### config.mk
export PLATFORM = sky130hd
export DESIGN_NAME = vshf_top
export DESIGN_NICKNAME = d
export VERILOG_FILES = /design/src/rtl/vshf_pkg.sv /design/src/rtl/shf_regs.sv /design/src/rtl/shf_collect.sv /design/src/rtl/shf_serial.sv /design/src/rtl/shf_colour.sv /design/src/rtl/vshf_top.sv
export SDC_FILE = /design/constraint.sdc
export NUM_CORES = 1
export LEC_CHECK = 0
export ABC_CLOCK_PERIOD_IN_PS = 4400
export CAP_MARGIN = 10
export CORE_MARGIN = 2
export CORE_UTILIZATION = 30
export CTS_CLUSTER_DIAMETER = 100
export DETAILED_ROUTE_END_ITERATION = 8
export GPL_ROUTABILITY_DRIVEN = 0
export GPL_TIMING_DRIVEN = 0
export SYNTH_ARGS = -nofsm -noshare
export SYNTH_HDL_FRONTEND = slang
export SYNTH_HIERARCHICAL = 1
export SYNTH_SLANG_ARGS = --single-unit
### constraint.sdc
create_clock -name clk -period 4.4 [get_ports clk]
set_input_delay 0.88 -clock clk [delete_from_list [all_inputs] [get_ports clk]]
set_output_delay 0.88 -clock clk [all_outputs]
set_load 0.01 [all_outputs]
### src/rtl/vshf_pkg.sv
package vshf_pkg;
    localparam int REG_W = 16;

    typedef enum logic [1:0] {
        MODE_LO4  = 2'b00,
        MODE_MED2 = 2'b01,
        MODE_HI1  = 2'b10,
        MODE_RSVD = 2'b11
    } shmode_t;

    typedef enum logic { COL_FILL, COL_HOLD } col_state_t;
    typedef enum logic { SER_IDLE, SER_RUN } ser_state_t;

    typedef struct packed {
        logic [2:0] r;
        logic [2:0] g;
        logic [2:0] b;
    } rgb_t;
endpackage

### src/rtl/shf_regs.sv
module shf_regs
    import vshf_pkg::*;
#(
    parameter int NPL = 4
) (
    input  logic                    clk,
    input  logic                    rst_n,
    input  logic                    reg_we,
    input  logic [NPL:0]            reg_addr,
    input  logic [REG_W-1:0]        reg_wdata,
    input  logic                    disp_en,
    output rgb_t [(2**NPL)-1:0]     pal,
    output shmode_t                 mode_act,
    output logic                    mode_upd
);
    localparam int PAL_N = 2 ** NPL;
    localparam int AW    = NPL + 1;

    shmode_t mode_req;

    always_ff @(posedge clk) begin
        if (!rst_n) begin
            pal      <= '0;
            mode_req <= MODE_LO4;
            mode_act <= MODE_LO4;
        end else begin
            if (reg_we && !reg_addr[NPL])
                pal[reg_addr[NPL-1:0]] <= '{r: reg_wdata[10:8],
                                            g: reg_wdata[6:4],
                                            b: reg_wdata[2:0]};
            if (reg_we && reg_addr == AW'(PAL_N) && reg_wdata[1:0] != 2'b11)
                mode_req <= shmode_t'(reg_wdata[1:0]);
            if (!disp_en)
                mode_act <= mode_req;
        end
    end

    assign mode_upd = !disp_en && (mode_req != mode_act);

    AST_MODE_STABLE: assert property (@(posedge clk) disable iff (!rst_n)
        disp_en |=> $stable(mode_act));
    AST_NO_RSVD: assert property (@(posedge clk) disable iff (!rst_n)
        mode_act != MODE_RSVD);
endmodule

### src/rtl/shf_collect.sv
module shf_collect
    import vshf_pkg::*;
#(
    parameter int WORD_W = 16,
    parameter int NPL    = 4
) (
    input  logic                          clk,
    input  logic                          rst_n,
    input  logic                          word_ld,
    input  logic [WORD_W-1:0]             word_in,
    input  shmode_t                       mode_act,
    input  logic                          mode_upd,
    input  logic                          grp_take,
    output logic                          grp_ready,
    output logic [NPL-1:0][WORD_W-1:0]    grp_words
);
    localparam int IW = $clog2(NPL) + 1;

    col_state_t state_q, state_d;
    logic [IW-1:0] widx;
    logic [IW-1:0] nplanes;
    logic          last_slot;

    always_comb begin
        unique case (mode_act)
            MODE_MED2: nplanes = IW'(NPL / 2);
            MODE_HI1:  nplanes = IW'(1);
            default:   nplanes = IW'(NPL);
        endcase
    end

    assign last_slot = (widx == nplanes - IW'(1));

    always_comb begin
        state_d = state_q;
        if (mode_upd) begin
            state_d = COL_FILL;
        end else begin
            unique case (state_q)
                COL_FILL: if (word_ld && last_slot) state_d = COL_HOLD;
                COL_HOLD: if (grp_take)             state_d = COL_FILL;
            endcase
        end
    end

    always_ff @(posedge clk) begin
        if (!rst_n) state_q <= COL_FILL;
        else        state_q <= state_d;
    end

    always_ff @(posedge clk) begin
        if (!rst_n) begin
            widx      <= '0;
            grp_words <= '0;
        end else if (mode_upd) begin
            widx <= '0;
        end else if (state_q == COL_FILL && word_ld) begin
            grp_words[widx[IW-2:0]] <= word_in;
            widx <= last_slot ? '0 : widx + IW'(1);
        end
    end

    assign grp_ready = (state_q == COL_HOLD);

    AST_IDX_RANGE: assert property (@(posedge clk) disable iff (!rst_n)
        widx < nplanes);
    AST_HOLD_DROPS: assert property (@(posedge clk) disable iff (!rst_n)
        (state_q == COL_HOLD && !grp_take && !mode_upd) |=> $stable(grp_words));
endmodule

### src/rtl/shf_serial.sv
module shf_serial
    import vshf_pkg::*;
#(
    parameter int WORD_W = 16,
    parameter int NPL    = 4
) (
    input  logic                          clk,
    input  logic                          rst_n,
    input  logic                          pix_en,
    input  logic                          disp_en,
    input  logic                          grp_ready,
    input  logic [NPL-1:0][WORD_W-1:0]    grp_words,
    output logic                          grp_take,
    output logic [NPL-1:0]                pix_bits
);
    localparam int CW = $clog2(WORD_W);

    ser_state_t state_q;
    logic [CW-1:0] cnt;
    logic [NPL-1:0][WORD_W-1:0] sh;

    assign grp_take = pix_en && disp_en && (state_q == SER_IDLE) && grp_ready;

    for (genvar p = 0; p < NPL; p++) begin : g_bit
        assign pix_bits[p] = (state_q == SER_RUN) ? sh[p][WORD_W-1] :
                             grp_take             ? grp_words[p][WORD_W-1] : 1'b0;
    end

    always_ff @(posedge clk) begin
        if (!rst_n) begin
            state_q <= SER_IDLE;
            cnt     <= '0;
            sh      <= '0;
        end else if (pix_en) begin
            if (!disp_en) begin
                state_q <= SER_IDLE;
                cnt     <= '0;
            end else begin
                unique case (state_q)
                    SER_RUN: begin
                        for (int p = 0; p < NPL; p++)
                            sh[p] <= {sh[p][WORD_W-2:0], 1'b0};
                        cnt <= cnt - CW'(1);
                        if (cnt == CW'(1)) state_q <= SER_IDLE;
                    end
                    SER_IDLE: begin
                        if (grp_take) begin
                            for (int p = 0; p < NPL; p++)
                                sh[p] <= {grp_words[p][WORD_W-2:0], 1'b0};
                            cnt     <= CW'(WORD_W - 1);
                            state_q <= SER_RUN;
                        end
                    end
                endcase
            end
        end
    end

    AST_RUN_NONZERO: assert property (@(posedge clk) disable iff (!rst_n)
        (state_q == SER_RUN) |-> (cnt != '0));
    AST_PAUSE_POS: assert property (@(posedge clk) disable iff (!rst_n)
        !pix_en |=> $stable(cnt));
endmodule

### src/rtl/shf_colour.sv
module shf_colour
    import vshf_pkg::*;
#(
    parameter int NPL = 4
) (
    input  logic                    clk,
    input  logic                    rst_n,
    input  logic                    pix_en,
    input  logic                    disp_en,
    input  shmode_t                 mode_act,
    input  rgb_t [(2**NPL)-1:0]     pal,
    input  logic [NPL-1:0]          pix_bits,
    output rgb_t                    rgb_q,
    output logic                    mono_q
);
    logic [NPL-1:0] mask;
    logic [NPL-1:0] idx;
    rgb_t rgb_d;
    logic mono_d;

    always_comb begin
        mask = '0;
        unique case (mode_act)
            MODE_MED2: mask[NPL/2-1:0] = '1;
            MODE_HI1:  mask[0] = 1'b1;
            default:   mask = '1;
        endcase
        idx = pix_bits & mask;
    end

    always_comb begin
        rgb_d  = '0;
        mono_d = 1'b0;
        if (!disp_en) begin
            if (mode_act != MODE_HI1) rgb_d = pal[0];
        end else if (mode_act == MODE_HI1) begin
            mono_d = idx[0] ^ pal[0].b[0];
        end else begin
            rgb_d = pal[idx];
        end
    end

    always_ff @(posedge clk) begin
        if (!rst_n) begin
            rgb_q  <= '0;
            mono_q <= 1'b0;
        end else if (pix_en) begin
            rgb_q  <= rgb_d;
            mono_q <= mono_d;
        end
    end

    AST_OUT_HOLD: assert property (@(posedge clk) disable iff (!rst_n)
        !pix_en |=> $stable({rgb_q, mono_q}));
    AST_BORDER_COL: assert property (@(posedge clk) disable iff (!rst_n)
        (pix_en && !disp_en && mode_act != MODE_HI1) |=> (rgb_q == $past(pal[0]) && !mono_q));
    AST_MONO_DARK: assert property (@(posedge clk) disable iff (!rst_n)
        (pix_en && mode_act == MODE_HI1) |=> (rgb_q == '0));
endmodule

### src/rtl/vshf_top.sv
module vshf_top
    import vshf_pkg::*;
#(
    parameter int WORD_W = 16,
    parameter int NPL    = 4
) (
    input  logic              clk,
    input  logic              rst_n,
    input  logic              reg_we,
    input  logic [NPL:0]      reg_addr,
    input  logic [15:0]       reg_wdata,
    input  logic              word_ld,
    input  logic [WORD_W-1:0] word_in,
    input  logic              pix_en,
    input  logic              disp_en,
    output logic [2:0]        red,
    output logic [2:0]        grn,
    output logic [2:0]        blu,
    output logic              mono
);
    localparam int PAL_N = 2 ** NPL;

    rgb_t [PAL_N-1:0]            pal;
    shmode_t                     mode_act;
    logic                        mode_upd;
    logic                        grp_ready;
    logic                        grp_take;
    logic [NPL-1:0][WORD_W-1:0]  grp_words;
    logic [NPL-1:0]              pix_bits;
    rgb_t                        rgb_q;

    shf_regs #(.NPL(NPL)) u_regs (
        .clk(clk), .rst_n(rst_n), .reg_we(reg_we), .reg_addr(reg_addr),
        .reg_wdata(reg_wdata), .disp_en(disp_en), .pal(pal),
        .mode_act(mode_act), .mode_upd(mode_upd)
    );

    shf_collect #(.WORD_W(WORD_W), .NPL(NPL)) u_collect (
        .clk(clk), .rst_n(rst_n), .word_ld(word_ld), .word_in(word_in),
        .mode_act(mode_act), .mode_upd(mode_upd), .grp_take(grp_take),
        .grp_ready(grp_ready), .grp_words(grp_words)
    );

    shf_serial #(.WORD_W(WORD_W), .NPL(NPL)) u_serial (
        .clk(clk), .rst_n(rst_n), .pix_en(pix_en), .disp_en(disp_en),
        .grp_ready(grp_ready), .grp_words(grp_words),
        .grp_take(grp_take), .pix_bits(pix_bits)
    );

    shf_colour #(.NPL(NPL)) u_colour (
        .clk(clk), .rst_n(rst_n), .pix_en(pix_en), .disp_en(disp_en),
        .mode_act(mode_act), .pal(pal), .pix_bits(pix_bits),
        .rgb_q(rgb_q), .mono_q(mono)
    );

    assign red = rgb_q.r;
    assign grn = rgb_q.g;
    assign blu = rgb_q.b;
endmodule

==> out/qor.yml, run 1 <==
yosys.cell_types.count: 61
ys_top_cells_by_count: "dfxtp_1, nand2_1, mux2i_1"
multiInputGateArea_sq_um: 6260
period_share: 0.799
timing.rr.start: "u_collect/grp_ready$_SDFF_PP0_"
tightest_slew_ps: 719
slowest_stage: "clkdlybuf4s50_1"
fin_hold_ws_ps: 453
peakVddDrop_mv: 0.299
yosysWarnings: 6
synth_seq_cells: 291
htreeDepth: 1
rsz0062_at_grt: "false"
syn_area_per_cell_sq_um: 10.3
synth_top_area_frac: 0.461
cts_tree: "built"
ys_seq_area_frac: 0.461
cp.arrival_ps: 3980
path_cells: "clkdlybuf4s50_1 > and4b_1 > buf_2 > a22o_1 > nor2b_1 > buf_2 > buf_2 > mux4_1 > nor2b_1 > a211oi_1 > o31ai_1"
synth_area_sq_um: 12600
final_net_count: 1358
grt_pass1_vias: 9342
wl_per_cell_microns: 17.5
ios: 53
cp-startpoint: "disp_en"
ff_latch_area_sq_um: 5830
hold_path_depth: 2
min_from: "u_regs/pal[130]$_SDFFE_PN0P_"
rows: 75
synthArstFlopShare: 0
start_util: 0.303
outcome: "finished clean"
min_period_ps: 3520
hold_viol: 0
antenna_found_initial: 0
routed-via-count: 9321
skew_ps: 39.1
crit_family: "buffers and inverters"
synthTopCellsByArea: "dfxtp_1, mux2i_1, nand2_1"
slowest_delay_ps: 780
slew_headroom: 0.519
die_h_microns: 209
cts_buffers: 31
synth_cells: 1229
cp-end-kind: "flip-flop"
leakagePower_uw: 0.00635
ff2ff_setup_slack_ps: 1420
hold_end: "u_regs/pal[130]$_SDFFE_PN0P_"
synth_area_leader_cell: "dfxtp_1"
setup_viol: 0
cts_resized: 0
hpwl_microns: 23600
cp_max_fo: 11
syn_nets: 1280
clk_pin_slew_ps: 60
antenna_left: 0
post-cts-setup-buffers: 0
cts_max_path_buffers: 3
first_iter_violations: 720
first_pass_iters: 5
synth-edff-count: 0
clock.fmax_mhz: 284
fillers: 4134
final_area_sq_um: 15000
drive_above_1_share: 0.125
cp.required_ps: 4870
path_class: "primary input to flip-flop"
drc: 0
die_x_microns: 209
crit_buf_inv: 4
cts_num_sinks: 291
area_delta_synth_final_pct: 18.3
slew_viol_final: 0
grt_overflow_total: 0
timing.rr.end: "u_colour/rgb_q[4]$_SDFFE_PN0P_"
totalWireLength_microns: 32800
synth-main-ff-cell: "dfxtp_1"
core_area_sq_um: 41800
rr_worst_depth: 10
holdBufCountCts: 0
power_density_nw_per_um2: 403
synth_most_common_cell: "dfxtp_1"
crit_top_cell: "buf_2"
post_dp_cell_area_sq_um: 13800
clk_latency_ps: 580
fin_setup_tns_ps: 0
n_antenna_cell: 0
port_buffers: 45
clockRootBuffer: "clkbuf_16"
grt_max_degree: 16
track_usage: 0.150
min_path_type: "flip-flop to flip-flop"
cp-start-kind: "primary input"
grt_first_pass_wirelength_microns: 52400
vias_per_cell: 4.98
maxCapViolCount: 0
die-area_sq_um: 43800
flip-flops by register name (all words and copies together), names as in the netlist, 2 cells and up:
name and count:
u_collect/grp_words 64, u_collect/widx 3, u_colour/rgb_q 9, u_regs/mode_act 2, u_regs/mode_req 2, u_regs/pal 144, u_serial/cnt 4, u_serial/sh 60
report_power, final:
part	internal [uW]	total (uW)	switching (uW)	leakage, uW
clock network	1900	3010	1110	0.000594
registers	2680	2710	31.0	0.00235
logic	112	309	197	0.00340
worst max path at each step:
stage	end	depth (start not counted)
detailed placement	u_colour/rgb_q[4]$_SDFFE_PN0P_	11
global route	u_colour/mono_q$_SDFFE_PN0P_	11
CTS	u_colour/mono_q$_SDFFE_PN0P_	11
finish	u_colour/rgb_q[4]$_SDFFE_PN0P_	11
global placement	u_colour/mono_q$_SDFFE_PN0P_	11
floorplan	u_colour/rgb_q[7]$_SDFFE_PN0P_	9
area by class of cell:
type	count	share of cell area
clock inverter	20	0.0227
buffer	98	0.0351
clock buffer	38	0.0569
tap	539	0.0451
inverter	9	0.00226
sequential	291	0.389
multi-input combinational	831	0.419
timing repair buffer	45	0.0301
tightest hold or removal path: cells and delay by family, from the launching register on:
kind / cells / cell delay (ps)
flip-flops: 1 / 300
AND/OR/NAND/NOR: 1 / 50
multiplexers: 1 / 50
cell usage in the layout, fill, tap and decap left out, types with 28 or more instances in the layout:
cell | Yosys | final
buf_2 | 28 | 28
clkbuf_1 | 45 | 47
clkbuf_16 | 0 | 31
clkdlybuf4s50_1 | 0 | 45
dfxtp_1 | 291 | 291
mux2i_1 | 203 | 203
mux4_2 | 33 | 33
nand2_1 | 273 | 273
nand3_1 | 49 | 49
o211a_1 | 59 | 59
o21ai_0 | 50 | 50
kinds of logic (layout without fill, tap and decap cells):
logic type | Yosys count | after routing | share of synthesized area
and+or+nand+nor | 401 | 401 | 0.146
adders and majority gates | 8 | 8 | 0.00791
DFF | 291 | 291 | 0.461
muxes | 239 | 239 | 0.226
buffers and inverters | 107 | 210 | 0.0442
xor gates and xnor gates | 7 | 7 | 0.00485
AOI/OAI and AO/OA | 176 | 176 | 0.111
per-layer routing:
layer | up-vias | wire, microns | global-route usage
met4 | 0 | 748 | 0.0411
met5 | - | 0 | 0
li1 | 4517 | - | -
met1 | 4589 | 15600 | 0.203
met3 | 48 | 1330 | 0.0195
met2 | 167 | 15100 | 0.250
metrics by stage:
stage               total power [uW]  std cells  utilization  setup slack, ps
finish                          6030       1871        0.358              884
detailed placement              3080       1813        0.330              299
floorplan                       2940       1229            -             1630
CTS                             6090       1871        0.358              875
global placement                3070       1813        0.330              317
global route                    6220       1871        0.358              657
Power figures use the tool's default switching activity.
==> run 2: changes to the inputs <==
--- a/config.mk
+++ b/config.mk
@@ -5,7 +5,7 @@
 export SDC_FILE = /design/constraint.sdc
 export NUM_CORES = 1
 export LEC_CHECK = 0
-export ABC_CLOCK_PERIOD_IN_PS = 4400
+export ABC_CLOCK_PERIOD_IN_PS = 3340
 export CAP_MARGIN = 10
 export CORE_MARGIN = 2
 export CORE_UTILIZATION = 30
==> constraint.sdc (replaced) <==
create_clock -name clk -period 3.34 [get_ports clk]
set_input_delay 0.668 -clock clk [delete_from_list [all_inputs] [get_ports clk]]
set_output_delay 0.668 -clock clk [all_outputs]
set_load 0.01 [all_outputs]
==> run 2 against run 1 <==
  * Largest cell class unchanged
  * Clock skew fell by 0.93 ps
  * Sequential cell count did not move
  * Highest routed layer unchanged
  * Via count barely moved
  * Critical path type unchanged
  * Final cell count did not move
  * Routed wire length barely moved
  * Critical endpoint is now u_colour/rgb_q[2]$_SDFFE_PN0P_
  * Sequential share of layout area barely moved
  * Sequential power rose by 32%
==> out/qor.yml, run 2 (synthesized netlist as in run 1, its figures left out) <==
outcome: "finished clean"
peakVddDrop_mv: 0.394  # +32%
timing.rr.end: "u_colour/rgb_q[2]$_SDFFE_PN0P_"
final_common_cell: "dfxtp_1"
clk_pin_slew_ps: 70  # about the same
final_net_count: 1358  # unchanged
drive_above_1_share: 0.125  # unchanged
ff2ff_setup_slack_ps: 420  # -1000 ps
die_h_microns: 209  # unchanged
cp_max_fo: 10  # -1
grt_pass1_vias: 9342  # unchanged
min_path_type: "flip-flop to flip-flop"
routed-via-count: 9314  # -0.075%
top_register: "u_regs/pal"
drc: 0  # unchanged
power_density_nw_per_um2: 531  # +32%
antenna_left: 0  # unchanged
start_util: 0.303  # unchanged
rows: 75  # unchanged
fin_setup_tns_ps: 0  # unchanged
n_antenna_cell: 0  # unchanged
cp-start-kind: "primary input"
grt_first_pass_wirelength_microns: 52400  # unchanged
path_class: "primary input to flip-flop"
slew_viol_final: 0  # unchanged
slew_headroom: 0.514  # -0.00501
clock.fmax_mhz: 318
rr_worst_depth: 9  # -1
hold_viol: 0  # unchanged
cp-startpoint: "pix_en"
timing.rr.start: "u_collect/grp_ready$_SDFF_PP0_"
antenna_found_initial: 0  # unchanged
post_dp_cell_area_sq_um: 13800  # unchanged
min_from: "u_regs/pal[130]$_SDFFE_PN0P_"
grt_max_degree: 16  # unchanged
die_x_microns: 209  # unchanged
die-area_sq_um: 43800  # unchanged
largest_register_ffs: 144  # unchanged
cp-end-kind: "flip-flop"
cp.arrival_ps: 3610  # -370 ps
clk_latency_ps: 580  # about the same
core_area_sq_um: 41800  # unchanged
vias_per_cell: 4.98  # about the same
skew_ps: 38.2  # -0.930 ps
first_iter_violations: 745  # +3.5%
cts_num_sinks: 291  # unchanged
leakagePower_uw: 0.00635  # +0.12%
crit_path_end: "u_colour/rgb_q[2]$_SDFFE_PN0P_"
area_delta_synth_final_pct: 18.4  # about the same
rsz0062_at_grt: "false"
place_inst: 1813  # unchanged
cts_buffers: 31  # unchanged
port_buffers: 45  # unchanged
clockRootBuffer: "clkbuf_16"
cts_max_path_buffers: 3  # unchanged
cts_tree: "built"
cp.required_ps: 3810  # -1060 ps
totalWireLength_microns: 32800  # about the same
tightest_slew_ps: 729  # +9.77 ps
hpwl_microns: 23600  # unchanged
htreeDepth: 1  # unchanged
final_area_sq_um: 15000  # about the same
track_usage: 0.150  # unchanged
period_share: 0.941
maxCapViolCount: 0  # unchanged
fillers: 4135  # +0.024%
grt_overflow_total: 0  # unchanged
largest_registers: "u_regs/pal x144, u_collect/grp_words x64, u_serial/sh x60"
instances_no_fill: 1871  # unchanged
setup_viol: 0  # unchanged
first_pass_iters: 5  # unchanged
ios: 53  # unchanged
min_period_ps: 3140
final_cell_mix: "dfxtp_1, nand2_1, mux2i_1"
wl_per_cell_microns: 17.5  # about the same
-- run 2: changes by cell type in the layout (fill, tap and decap cells not counted) --
cell,previous run,this run
buf_2,28,26
clkbuf_4,0,2
clkdlybuf4s50_1,45,44
dlymetal6s2s_1,0,1
-- run 2: where the power goes --
part	leakage, uW	switching, uW	total (uW)	internal (uW)
registers	0.00235	40.7	3570	3530
logic	0.00341	260	407	147
clock network	0.000594	1460	3970	2510
total	0.00635	1760	7940	6190
-- run 2: area by class of cell --
cell class              count  area [sq um]  area share
plain buffers              98           531      0.0354
clock buffers              38           852      0.0569
clock inverters            20           339      0.0226
inverters                   9          33.8     0.00226
multi-input cells         831          6260       0.418
flip-flops and latches    291          5830       0.389
well taps                 539           674      0.0450
repair buffers             45           453      0.0302
-- run 2: timing repair --
action,in CTS,in global routing
resized for setup,0,3
hold buffers,0,0
buffers inserted,0,0
setup endpoints to repair,0,8
-- run 2: routing by layer --
metal | part of all wire | wire length [microns] | up-vias | global-route usage
li1 | - | - | 4517 | -
met1 | 0.48 | 15600 | 4585 | 0.203
met2 | 0.46 | 15100 | 164 | 0.250
met3 | 0.040 | 1300 | 48 | 0.0195
met4 | 0.023 | 748 | 0 | 0.0411
met5 | 0 | 0 | - | 0
-- run 2: worst min-delay path by stage --
stage | end | cells after the start
2_1_floorplan | u_regs/pal[100]$_SDFFE_PN0P_ | 2
3_3_place_gp | u_regs/pal[123]$_SDFFE_PN0P_ | 2
3_5_place_dp | u_regs/pal[102]$_SDFFE_PN0P_ | 2
4_1_cts | u_regs/pal[35]$_SDFFE_PN0P_ | 2
5_1_grt | u_regs/pal[34]$_SDFFE_PN0P_ | 2
6_report | u_regs/pal[130]$_SDFFE_PN0P_ | 2
-- run 2: critical path, cell delays in order --
cell and delay, ps:
clkdlybuf4s50_1 700, and4b_1 240, buf_2 270, a22o_1 180
nor2b_1 120, buf_2 290, buf_2 380, mux4_2 420
o221ai_1 220, o31ai_1 110
-- run 2: stage by stage --
step / util / hold slack [ps] / power (uW) / setup slack, ps
floorplan: - / 432 / 3870 / 780
global placement: 0.330 / 439 / 4050 / -531
detailed placement: 0.330 / 445 / 4050 / -549
CTS: 0.358 / 456 / 8020 / 27.0
global route: 0.359 / 474 / 8200 / 44.8
finish: 0.359 / 453 / 7940 / 196
==> run 3: changes to the inputs <==
--- a/config.mk
+++ b/config.mk
@@ -6,7 +6,6 @@
 export NUM_CORES = 1
 export LEC_CHECK = 0
 export ABC_CLOCK_PERIOD_IN_PS = 3340
-export CAP_MARGIN = 10
 export CORE_MARGIN = 2
 export CORE_UTILIZATION = 30
 export CTS_CLUSTER_DIAMETER = 100
==> results of run 3 <==
Same layout as run 2: the final DEF is identical, and so are final timing and power.
